[config.mk]
export PLATFORM = sky130hd
export DESIGN_NAME = stride_xlat
export DESIGN_NICKNAME = d
export VERILOG_FILES = /design/src/rtl/stride_xlat_pkg.sv /design/src/rtl/stride_xlat_regs.sv /design/src/rtl/stride_xlat_window.sv /design/src/rtl/stride_xlat_div.sv /design/src/rtl/stride_xlat.sv
export SDC_FILE = /design/constraint.sdc
export NUM_CORES = 1
export LEC_CHECK = 0
export BUFFER_PORTS_ARGS = -buffer_cell sky130_fd_sc_hd__buf_2
export CORE_ASPECT_RATIO = 1.25
export CORE_MARGIN = 3
export CORE_UTILIZATION = 64
export DETAILED_ROUTE_END_ITERATION = 7
export GPL_TIMING_DRIVEN = 1
export PLACE_DENSITY = 0.82
export SLEW_MARGIN = 20
export SYNTH_ARGS = -nofsm -noshare
export SYNTH_HDL_FRONTEND = slang
export SYNTH_HIERARCHICAL = 1
export SYNTH_SLANG_ARGS = --single-unit
[constraint.sdc]
create_clock -name clk -period 7.6 [get_ports clk]
set_clock_uncertainty 0.05 [all_clocks]
set_input_delay 0.76 -clock clk [delete_from_list [all_inputs] [get_ports clk]]
set_output_delay 0.76 -clock clk [all_outputs]
set_load 0.02 [all_outputs]
[src/rtl/stride_xlat_pkg.sv]
package stride_xlat_pkg;
    localparam int BYTE_W = 8;
    localparam int PAGE_SHIFT = 8;

    typedef enum logic [1:0] {
        SX_IDLE,
        SX_DIVIDE,
        SX_DONE
    } sx_state_e;
endpackage

[src/rtl/stride_xlat_regs.sv]
// Shadow and active descriptor registers; byte writes land in shadow,
// a commit copies the whole shadow set into the active set at once.
module stride_xlat_regs
    import stride_xlat_pkg::*;
#(
    parameter int PHYS_AW  = 32,
    parameter int PG_W     = 8,
    parameter int STRIDE_W = 8,
    parameter int WIDTH_W  = 16,
    parameter int SEL_W    = 4
) (
    input  logic                clk,
    input  logic                rst_n,
    input  logic                cfg_we,
    input  logic [SEL_W-1:0]    cfg_sel,
    input  logic [BYTE_W-1:0]   cfg_wdata,
    input  logic                cfg_commit,
    output logic [PHYS_AW-1:0]  act_base,
    output logic [PG_W-1:0]     act_start,
    output logic [PG_W-1:0]     act_size,
    output logic [STRIDE_W-1:0] act_stride,
    output logic [WIDTH_W-1:0]  act_width
);
    localparam int NB_BASE    = PHYS_AW / BYTE_W;
    localparam int NB_WID     = WIDTH_W / BYTE_W;
    localparam int SEL_START  = NB_BASE;
    localparam int SEL_SIZE   = NB_BASE + 1;
    localparam int SEL_STRIDE = NB_BASE + 2;
    localparam int SEL_WID0   = NB_BASE + 3;

    logic [PHYS_AW-1:0]  sh_base;
    logic [PG_W-1:0]     sh_start;
    logic [PG_W-1:0]     sh_size;
    logic [STRIDE_W-1:0] sh_stride;
    logic [WIDTH_W-1:0]  sh_width;

    // shadow byte writes
    always_ff @(posedge clk or negedge rst_n) begin
        if (!rst_n) begin
            sh_base   <= '0;
            sh_start  <= '0;
            sh_size   <= '0;
            sh_stride <= '0;
            sh_width  <= '0;
        end else if (cfg_we) begin
            for (int i = 0; i < NB_BASE; i++) begin
                if (cfg_sel == SEL_W'(i)) sh_base[BYTE_W*i +: BYTE_W] <= cfg_wdata;
            end
            if (cfg_sel == SEL_W'(SEL_START))  sh_start  <= cfg_wdata[PG_W-1:0];
            if (cfg_sel == SEL_W'(SEL_SIZE))   sh_size   <= cfg_wdata[PG_W-1:0];
            if (cfg_sel == SEL_W'(SEL_STRIDE)) sh_stride <= cfg_wdata[STRIDE_W-1:0];
            for (int j = 0; j < NB_WID; j++) begin
                if (cfg_sel == SEL_W'(SEL_WID0 + j)) sh_width[BYTE_W*j +: BYTE_W] <= cfg_wdata;
            end
        end
    end

    // commit makes the shadow set active in one edge
    always_ff @(posedge clk or negedge rst_n) begin
        if (!rst_n) begin
            act_base   <= '0;
            act_start  <= '0;
            act_size   <= '0;
            act_stride <= '0;
            act_width  <= '0;
        end else if (cfg_commit) begin
            act_base   <= sh_base;
            act_start  <= sh_start;
            act_size   <= sh_size;
            act_stride <= sh_stride;
            act_width  <= sh_width;
        end
    end
endmodule

[src/rtl/stride_xlat_window.sv]
// Page window test and window-relative offset.
module stride_xlat_window
    import stride_xlat_pkg::*;
#(
    parameter int HOST_AW = 16,
    parameter int PG_W    = HOST_AW - PAGE_SHIFT
) (
    input  logic [HOST_AW-1:0] addr,
    input  logic [PG_W-1:0]    start_pg,
    input  logic [PG_W-1:0]    size_pg,
    output logic               hit,
    output logic [HOST_AW-1:0] offset
);
    logic [PG_W-1:0] page;
    logic [PG_W:0]   limit;

    always_comb begin
        page   = addr[HOST_AW-1 -: PG_W];
        // nine-bit limit, no wrap past the top page
        limit  = {1'b0, start_pg} + {1'b0, size_pg};
        hit    = ({1'b0, page} >= {1'b0, start_pg}) && ({1'b0, page} < limit);
        offset = addr - {start_pg, {PAGE_SHIFT{1'b0}}};
    end
endmodule

[src/rtl/stride_xlat_div.sv]
// Restoring divider, one quotient bit per step.
module stride_xlat_div #(
    parameter int W = 16
) (
    input  logic         clk,
    input  logic         rst_n,
    input  logic         load,
    input  logic         step,
    input  logic [W-1:0] dividend,
    input  logic [W-1:0] divisor,
    output logic [W-1:0] quo,
    output logic [W-1:0] rem
);
    logic [W-1:0] quo_q, rem_q, dvs_q;
    logic [W:0]   trial, diff;
    logic         ge;

    always_comb begin
        trial = {rem_q, quo_q[W-1]};
        diff  = trial - {1'b0, dvs_q};
        ge    = trial >= {1'b0, dvs_q};
    end

    always_ff @(posedge clk or negedge rst_n) begin
        if (!rst_n) begin
            quo_q <= '0;
            rem_q <= '0;
            dvs_q <= '0;
        end else if (load) begin
            quo_q <= dividend;
            rem_q <= '0;
            dvs_q <= divisor;
        end else if (step) begin
            rem_q <= ge ? diff[W-1:0] : trial[W-1:0];
            quo_q <= {quo_q[W-2:0], ge};
        end
    end

    assign quo = quo_q;
    assign rem = rem_q;
endmodule

[src/rtl/stride_xlat.sv]
// Strided aperture translator top: descriptor registers, window test,
// serial divider and the request/response controller.
module stride_xlat
    import stride_xlat_pkg::*;
#(
    parameter int HOST_AW   = 16,
    parameter int PHYS_AW   = 32,
    parameter int STRIDE_W  = 8,
    parameter int WIDTH_W   = 16,
    parameter int CFG_SEL_W = 4
) (
    input  logic                 clk,
    input  logic                 rst_n,
    input  logic                 cfg_we,
    input  logic [CFG_SEL_W-1:0] cfg_sel,
    input  logic [BYTE_W-1:0]    cfg_wdata,
    input  logic                 cfg_commit,
    input  logic                 req_valid,
    output logic                 req_ready,
    input  logic [HOST_AW-1:0]   req_addr,
    input  logic                 rsp_ready,
    output logic                 rsp_valid,
    output logic                 rsp_hit,
    output logic [PHYS_AW-1:0]   rsp_phys
);
    localparam int PG_W  = HOST_AW - PAGE_SHIFT;
    localparam int DIV_W = (HOST_AW > WIDTH_W) ? HOST_AW : WIDTH_W;
    localparam int CNT_W = $clog2(DIV_W) + 1;
    localparam logic [CNT_W-1:0] LAST = CNT_W'(DIV_W - 1);

    logic [PHYS_AW-1:0]  act_base;
    logic [PG_W-1:0]     act_start, act_size;
    logic [STRIDE_W-1:0] act_stride;
    logic [WIDTH_W-1:0]  act_width;

    logic               win_hit;
    logic [HOST_AW-1:0] win_off;

    sx_state_e           state_q, state_d;
    logic [CNT_W-1:0]    cnt_q;
    logic                hit_q, lin_q;
    logic [PHYS_AW-1:0]  base_q;
    logic [STRIDE_W-1:0] stride_q;
    logic [HOST_AW-1:0]  off_q;
    logic                accept, div_step;
    logic [DIV_W-1:0]    quo, rem;
    logic [PHYS_AW-1:0]  phys_calc;

    stride_xlat_regs #(
        .PHYS_AW(PHYS_AW), .PG_W(PG_W), .STRIDE_W(STRIDE_W),
        .WIDTH_W(WIDTH_W), .SEL_W(CFG_SEL_W)
    ) u_regs (
        .clk(clk), .rst_n(rst_n),
        .cfg_we(cfg_we), .cfg_sel(cfg_sel), .cfg_wdata(cfg_wdata), .cfg_commit(cfg_commit),
        .act_base(act_base), .act_start(act_start), .act_size(act_size),
        .act_stride(act_stride), .act_width(act_width)
    );

    stride_xlat_window #(.HOST_AW(HOST_AW), .PG_W(PG_W)) u_win (
        .addr(req_addr), .start_pg(act_start), .size_pg(act_size),
        .hit(win_hit), .offset(win_off)
    );

    stride_xlat_div #(.W(DIV_W)) u_div (
        .clk(clk), .rst_n(rst_n),
        .load(accept), .step(div_step),
        .dividend(DIV_W'(win_off)), .divisor(DIV_W'(act_width)),
        .quo(quo), .rem(rem)
    );

    // State register
    always_ff @(posedge clk or negedge rst_n) begin
        if (!rst_n) state_q <= SX_IDLE;
        else        state_q <= state_d;
    end

    // Transitions
    always_comb begin
        state_d = state_q;
        unique case (state_q)
            SX_IDLE:   if (req_valid)      state_d = SX_DIVIDE;
            SX_DIVIDE: if (cnt_q == LAST)  state_d = SX_DONE;
            SX_DONE:   if (rsp_ready)      state_d = SX_IDLE;
            default:                       state_d = SX_IDLE;
        endcase
    end

    // descriptor snapshot at acceptance; step counter
    always_ff @(posedge clk or negedge rst_n) begin
        if (!rst_n) begin
            cnt_q    <= '0;
            hit_q    <= 1'b0;
            lin_q    <= 1'b0;
            base_q   <= '0;
            stride_q <= '0;
            off_q    <= '0;
        end else if (accept) begin
            cnt_q    <= '0;
            hit_q    <= win_hit;
            lin_q    <= (act_width == '0);
            base_q   <= act_base;
            stride_q <= act_stride;
            off_q    <= win_off;
        end else if (state_q == SX_DIVIDE) begin
            cnt_q <= cnt_q + 1'b1;
        end
    end

    // address arithmetic from quotient and remainder
    always_comb begin
        if (lin_q)
            phys_calc = base_q + PHYS_AW'(off_q);
        else
            phys_calc = base_q
                      + ((PHYS_AW'(quo) * PHYS_AW'(stride_q)) << PAGE_SHIFT)
                      + PHYS_AW'(rem);
    end

    // Outputs
    always_comb begin
        req_ready = (state_q == SX_IDLE);
        accept    = req_valid && (state_q == SX_IDLE);
        div_step  = (state_q == SX_DIVIDE);
        rsp_valid = (state_q == SX_DONE);
        rsp_hit   = (state_q == SX_DONE) && hit_q;
        rsp_phys  = ((state_q == SX_DONE) && hit_q) ? phys_calc : '0;
    end
endmodule

# Word level (Yosys, flattened, before mapping)
# Cells that the tools add are included.
[totals]
register_bits = 257
in_bits = 34
output_inout_bits = 35
word_cells = 79
[classes]
n_addsub = 7
multipliers = 1
n_lt_le_gt_ge = 3
eq_ne = 14
mux = 13
reduce_logical = 17
[ops]
columns = ["operator", "n"]
rows = [
  ["16-bit two-way mux", 5],
  ["32-bit by 16-bit adder with 32-bit output", 2],
  ["32-bit two-way mux", 2],
  ["32-bit adder", 1],
  ["16-bit subtractor", 2],
  ["16-bit by 8-bit multiplier with 24-bit output", 1],
  ["2-bit AND reduction", 9],
  ["17-bit by 16-bit >= comparator with 1-bit output", 1],
  ["4-bit by 3-bit == test with 1-bit output (second input constant)", 4],
  ["16-bit zero test", 1],
  ["5-bit two-way mux", 2],
  ["8-bit by 8-bit adder with 9-bit output", 1],
  ["8-bit by 9-bit less-than comparator with 1-bit output", 1],
  ["4-bit by 2-bit == test with 1-bit output (second input constant)", 2],
  ["8-bit >= comparator", 1],
  ["2-bit two-way mux", 3],
  ["2-bit one-hot mux with 3 select lines", 1],
  ["5-bit by 1-bit adder with 5-bit output (second input constant)", 1],
  ["5-bit by 4-bit == test with 1-bit output (second input constant)", 1],
  ["4-bit by 1-bit == test with 1-bit output (second input constant)", 1],
  ["4-bit == test (second input constant)", 1],
  ["4-bit zero test", 1],
  ["2-bit inequality test (second input constant)", 2],
  ["1-bit logical AND", 3],
  ["other kinds (6)", 6],
]

# Depth between registers and ports, before layout
[depth]
word_depth = 5
depth_mapped = 31
mapped_depth_nobuf = 30

# Cells and area by module
# The synthesis kept the hierarchy.
[by_module_without_submodules]
columns = ["module", "n_inst", "cells_each", "area_each_um2", "seq_area_each_um2"]
rows = [
  ["stride_xlat", 1, 1232, 9919.5, 1626.6],
  ["stride_xlat_regs", 1, 313, 5450.2, 3603.5],
  ["stride_xlat_div", 1, 372, 3145.5, 1201.2],
  ["stride_xlat_window", 1, 118, 902.1, 0.0],
]

# Worst setup path after synthesis
# No wires, ideal clock.
[synth_path]
path_type = "reg-to-output"
from = "register stride_q[7]"
to = "output rsp_phys[30]"
arrival_ns = 6.475
t_required_ns = 6.790
setup_slack_ns = 0.315
path_stages_with_launch = 28
path_buffers = 1
cell_sequence = "dfrtp_1 clkbuf_1 and2_1 fa_1 fa_1 fa_1 inv_1 fa_1 inv_1 ha_1 o21a_1 nor2_1 a21oi_1 nand2_1 nand2_1 a21oi_1 xnor2_1 ha_1 ha_1 nand2_1 a2111oi_0 nand2_1 a21bo_1 nand2_1 o41ai_2 a21oi_1 mux2_2 a211oi_2"
[synth_between]
elab_chain_cells = 5
[synth_rtl]
columns = ["item", "line", "text"]
rows = [
  ["start, declared", "stride_xlat.sv:43", "logic [STRIDE_W-1:0] stride_q;"],
  ["start signal, assigned", "stride_xlat.sv:102", "stride_q <= act_stride;"],
  ["16-bit by 8-bit multiplier with 24-bit output", "stride_xlat.sv:115", "+ ((PHYS_AW'(quo) * PHYS_AW'(stride_q)) << PAGE_SHIFT)"],
  ["32-bit adder", "stride_xlat.sv:115", ""],
  ["32-bit by 16-bit adder with 32-bit output", "stride_xlat.sv:116", "+ PHYS_AW'(rem);"],
  ["32-bit two-way mux", "stride_xlat.sv:111", "if (lin_q)"],
  ["32-bit two-way mux", "stride_xlat.sv:126", "rsp_phys = ((state_q == SX_DONE) && hit_q) ? phys_calc : '0;"],
  ["end, declared", "stride_xlat.sv:24", "output logic [PHYS_AW-1:0] rsp_phys"],
]
# Every way passes these cells.

# Worst setup path after layout
[layout_path]
from = "register u_div.quo_q[2] (netlist: u_div/quo[2])"
to = "output rsp_phys[30]"
[layout_between]
elab_chain_cells = 5
[layout_rtl]
columns = ["item", "line", "text"]
rows = [
  ["start, declared", "stride_xlat_div.sv:14", "logic [W-1:0] quo_q, rem_q, dvs_q;"],
  ["start signal, assigned", "stride_xlat_div.sv:30", "quo_q <= dividend;"],
  ["start signal, assigned", "stride_xlat_div.sv:35", "quo_q <= {quo_q[W-2:0], ge};"],
  ["16-bit by 8-bit multiplier with 24-bit output", "stride_xlat.sv:115", ""],
  ["32-bit adder", "stride_xlat.sv:115", ""],
  ["32-bit by 16-bit adder with 32-bit output", "stride_xlat.sv:116", ""],
  ["32-bit two-way mux", "stride_xlat.sv:111", ""],
  ["32-bit two-way mux", "stride_xlat.sv:126", ""],
]
# Every way passes these cells.

==> run summary <==
Dividing the detail-routed wire length by the instance count gives 21.0 um. By area the synthesized netlist is led by dfrtp_1 (33%), fa_1 (10%), ha_1 (9.9%), mux2_2 (8.0%), nand2_1 (5.7%). Sorting the synthesized cells by how often they occur yields nand2_1 (294), dfrtp_1 (257), inv_1 (190). The number of different library cells used by synthesis comes to 92. Clock-pin slew was measured on the worst setup and hold paths at 0.07 ns. In the final layout, the share of cells above drive strength 1 is 0.216. The maximum number of pins on one net before global-route repair is 132.

The run finished, with violations left. The origin of the critical flop-to-flop path is u_div/quo[15]. The post-synthesis instance area is 0.0194 mm2. The clock latency reported for the late side of the worst-skew pair is 0.54 ns. The net total in the final layout is 2,415. In the finished design, the share of the clock period the worst path needs comes to 1.02. The count of synthesis-stage warnings from yosys is 6. The full die area came out at 0.0325 mm2. The number of primary I/O pins came out at 69. The endpoint required time on the critical path is 6.79 ns.

nand2_1 is the most common cell in the netlist. The number of antenna violations at the first check in global routing came to 0. The number of diodes is 0. The mean post-synth cell area came out at 9.54 um2. The max-slew violation count was 0. In this run the worst setup path begins at u_div/quo[2]. The final hold violation count is 0. The slowest stage of the critical path belongs to the cell fa_1. The total of flip-flops plus latches after synthesis is 257. The largest buffer count on any clock path came out at 3. The via count of the first global-routing pass came to 15,700. The worst hold path belongs to the class input port to asynchronous set/reset pin.

The share of synthesized registers carrying an async set or reset is 1.00. For the pin with the worst max-slew slack, the measured transition is 1.01 ns. The number of levels the H-tree was split into came out at 1. At the end of routability-driven placement, the weighted congestion stood at 0.963. Detailed placement ended at an HPWL of 38,400 um. The worst setup path is of the register to output port kind.

TritonCTS built the clock tree. The checks that failed: negative setup slack. The worst slew slack as a fraction of its limit came out at 0.325. The longest individual stage delay on the worst path is 0.57 ns.

The endpoint of the most critical setup path is rsp_phys[30]. The top cell type's share of synthesized area is 0.331. The most used flip-flop cell after synthesis is dfrtp_1. Summed over all layers, the global routing overflow is 0. The iteration count of the initial detailed-routing pass is 5.

Setup violations remaining at the end of the flow were counted as 5. The number of synthesized flops with an enable pin is 0. The standard-cell row count is 70. The starting DRC count in detailed routing is 1,425. The horizontal die dimension is 162 um. The die height is 201 um. The total nets after synthesis is 2,320. The aggregate global-route resource usage came out at 0.322. The count of clock tree sinks is 257.

The first-pass GRT wire length came out at 83,900 um. The DRC violation count after routing came out at 0. The number of cells traversed by the worst register-to-register path came out at 9. In this run the remaining antenna-violating nets after routing total 0. Of the synthesized area, sequential elements account for 0.331.

The final worst setup slack came out at -0.132 ns. Clock tree synthesis selected as its root buffer the cell clkbuf_16. After routing the design area is 0.0220 mm2.

Using the TritonRoute via totals, the vias-per-cell ratio works out to 6.14. The worst setup path is launched from a register. The flop-to-flop setup slack came out at 4.27 ns. The max-cap check violation count is 0. The top cell type by total area after synthesis is dfrtp_1. The count of buffers added on input and output ports is 68. Summing all placed instances gives a cell area of 0.0202 mm2. The effective utilization at floorplan came out at 0.656. STA classifies the critical path endpoint as an output port. The total area inside the core boundary comes to 0.0296 mm2.

The peak fanout along the critical path came out at 7. The area growth from synthesis to layout is 13.4%. The final routed wirelength across all metal layers came out at 53,500 um. The worst flop-to-flop path endpoint is u_div/rem[1].

The arrival time reported for the critical path endpoint is 6.92 ns. Synthesis produced a netlist whose cell count is 2,035. The number of fillers in the final layout came out at 2,039. The final critical path time including I/O delays and setup came out at 7.73 ns. The total number of vias came out at 15,600. The highest clock frequency the design can meet came out at 129 MHz.

Counting the buffers created by CTS gives 25. Setup repair after global routing could not meet its margin everywhere.
## per-layer routing
metal  up-vias  routed length [um]  GRT usage
met5         -                   0          0
met4         0                2400      0.116
met3       159                3450     0.0365
met2       642               26300      0.543
met1      7717               21400      0.432
li1       7102                   -          -
## timing repair
item	in CTS	in global routing
cloned	0	0
hold buffers	0	0
resized for setup	104	54
setup buffers	32	11
endpoints found under the setup margin	9	10
pin swaps	88	25
## worst max-delay path: cells and delay by family, from the launching register on
| kind | cells | cell delay [ns] |
|---|---|---|
| AO/OA/AOI/OAI | 8 | 1.33 |
| XOR/XNOR | 1 | 0.15 |
| adder cells (fa/ha/maj) | 7 | 2.87 |
| buffers and inverters | 4 | 0.49 |
| flip-flops | 1 | 0.47 |
| multiplexers | 1 | 0.32 |
| AND/OR/NAND/NOR | 7 | 0.73 |
## cells in the final DEF, fill, tap and decap left out, drive strengths merged, types with 78 or more instances in the layout
cell type    n
nand2      294
inv        193
and2        90
a21oi       78
fa          97
buf        142
dfrtp      257
nor2       107
mux2       146
ha         154
o21ai      122
## per-stage QoR
step	utilization	cells	hold slack (ns)	TNS [ns]	setup slack, ns
2_1_floorplan	-	2035	0.385	0	0.315
3_3_place_gp	0.681	2456	0.396	0	0.0456
3_5_place_dp	0.681	2456	0.404	-0.104	-0.0605
4_1_cts	0.733	2531	0.327	-0.000480	-0.000480
5_1_grt	0.744	2542	0.344	-2.19	-0.322
6_report	0.744	2542	0.275	-0.436	-0.132
## sequential cells by signal (all words and copies together) (netlist names), 16 cells and up
register / cells
u_div/quo: 16
u_regs/act_width: 16
u_regs/act_base: 32
off_q: 16
u_div/dvs_q: 16
u_regs/sh_base: 32
base_q: 32
u_div/rem: 16
u_regs/sh_width: 16
## final cells by class
type / count / area, um2 / share of cell area
clock buffers: 31 / 668 / 0.0304
repair buffers: 143 / 987 / 0.0448
well taps: 396 / 495 / 0.0225
inverters: 192 / 723 / 0.0329
multi-input cells: 1511 / 12500 / 0.570
clock inverters: 12 / 140 / 0.00637
flip-flops and latches: 257 / 6450 / 0.293
## how the worst min path moves through the flow
stage                   startpoint  slack (ns)            endpoint  cells after the start
2_1_floorplan   u_regs/act_base[0]        0.38           base_q[0]                      2
3_3_place_gp    u_regs/act_base[4]        0.40           base_q[4]                      2
3_5_place_dp   u_regs/act_base[17]        0.40          base_q[17]                      2
4_1_cts                      rst_n        0.33  u_regs/act_size[5]                      1
5_1_grt                      rst_n        0.34   u_regs/sh_size[5]                      1
6_report                     rst_n        0.28   u_regs/sh_size[5]                      1
## cells by family after synthesis
| group | synth area share |
|---|---|
| mux | 0.0960 |
| flops | 0.331 |
| xor+xnor | 0.0401 |
| buf+inv | 0.0548 |
| fa+ha+maj | 0.199 |
| simple gates | 0.157 |
| compound gates | 0.122 |
Power is not shown: default switching activity piles up to over one toggle a cycle in this logic, so the estimate is an artifact.
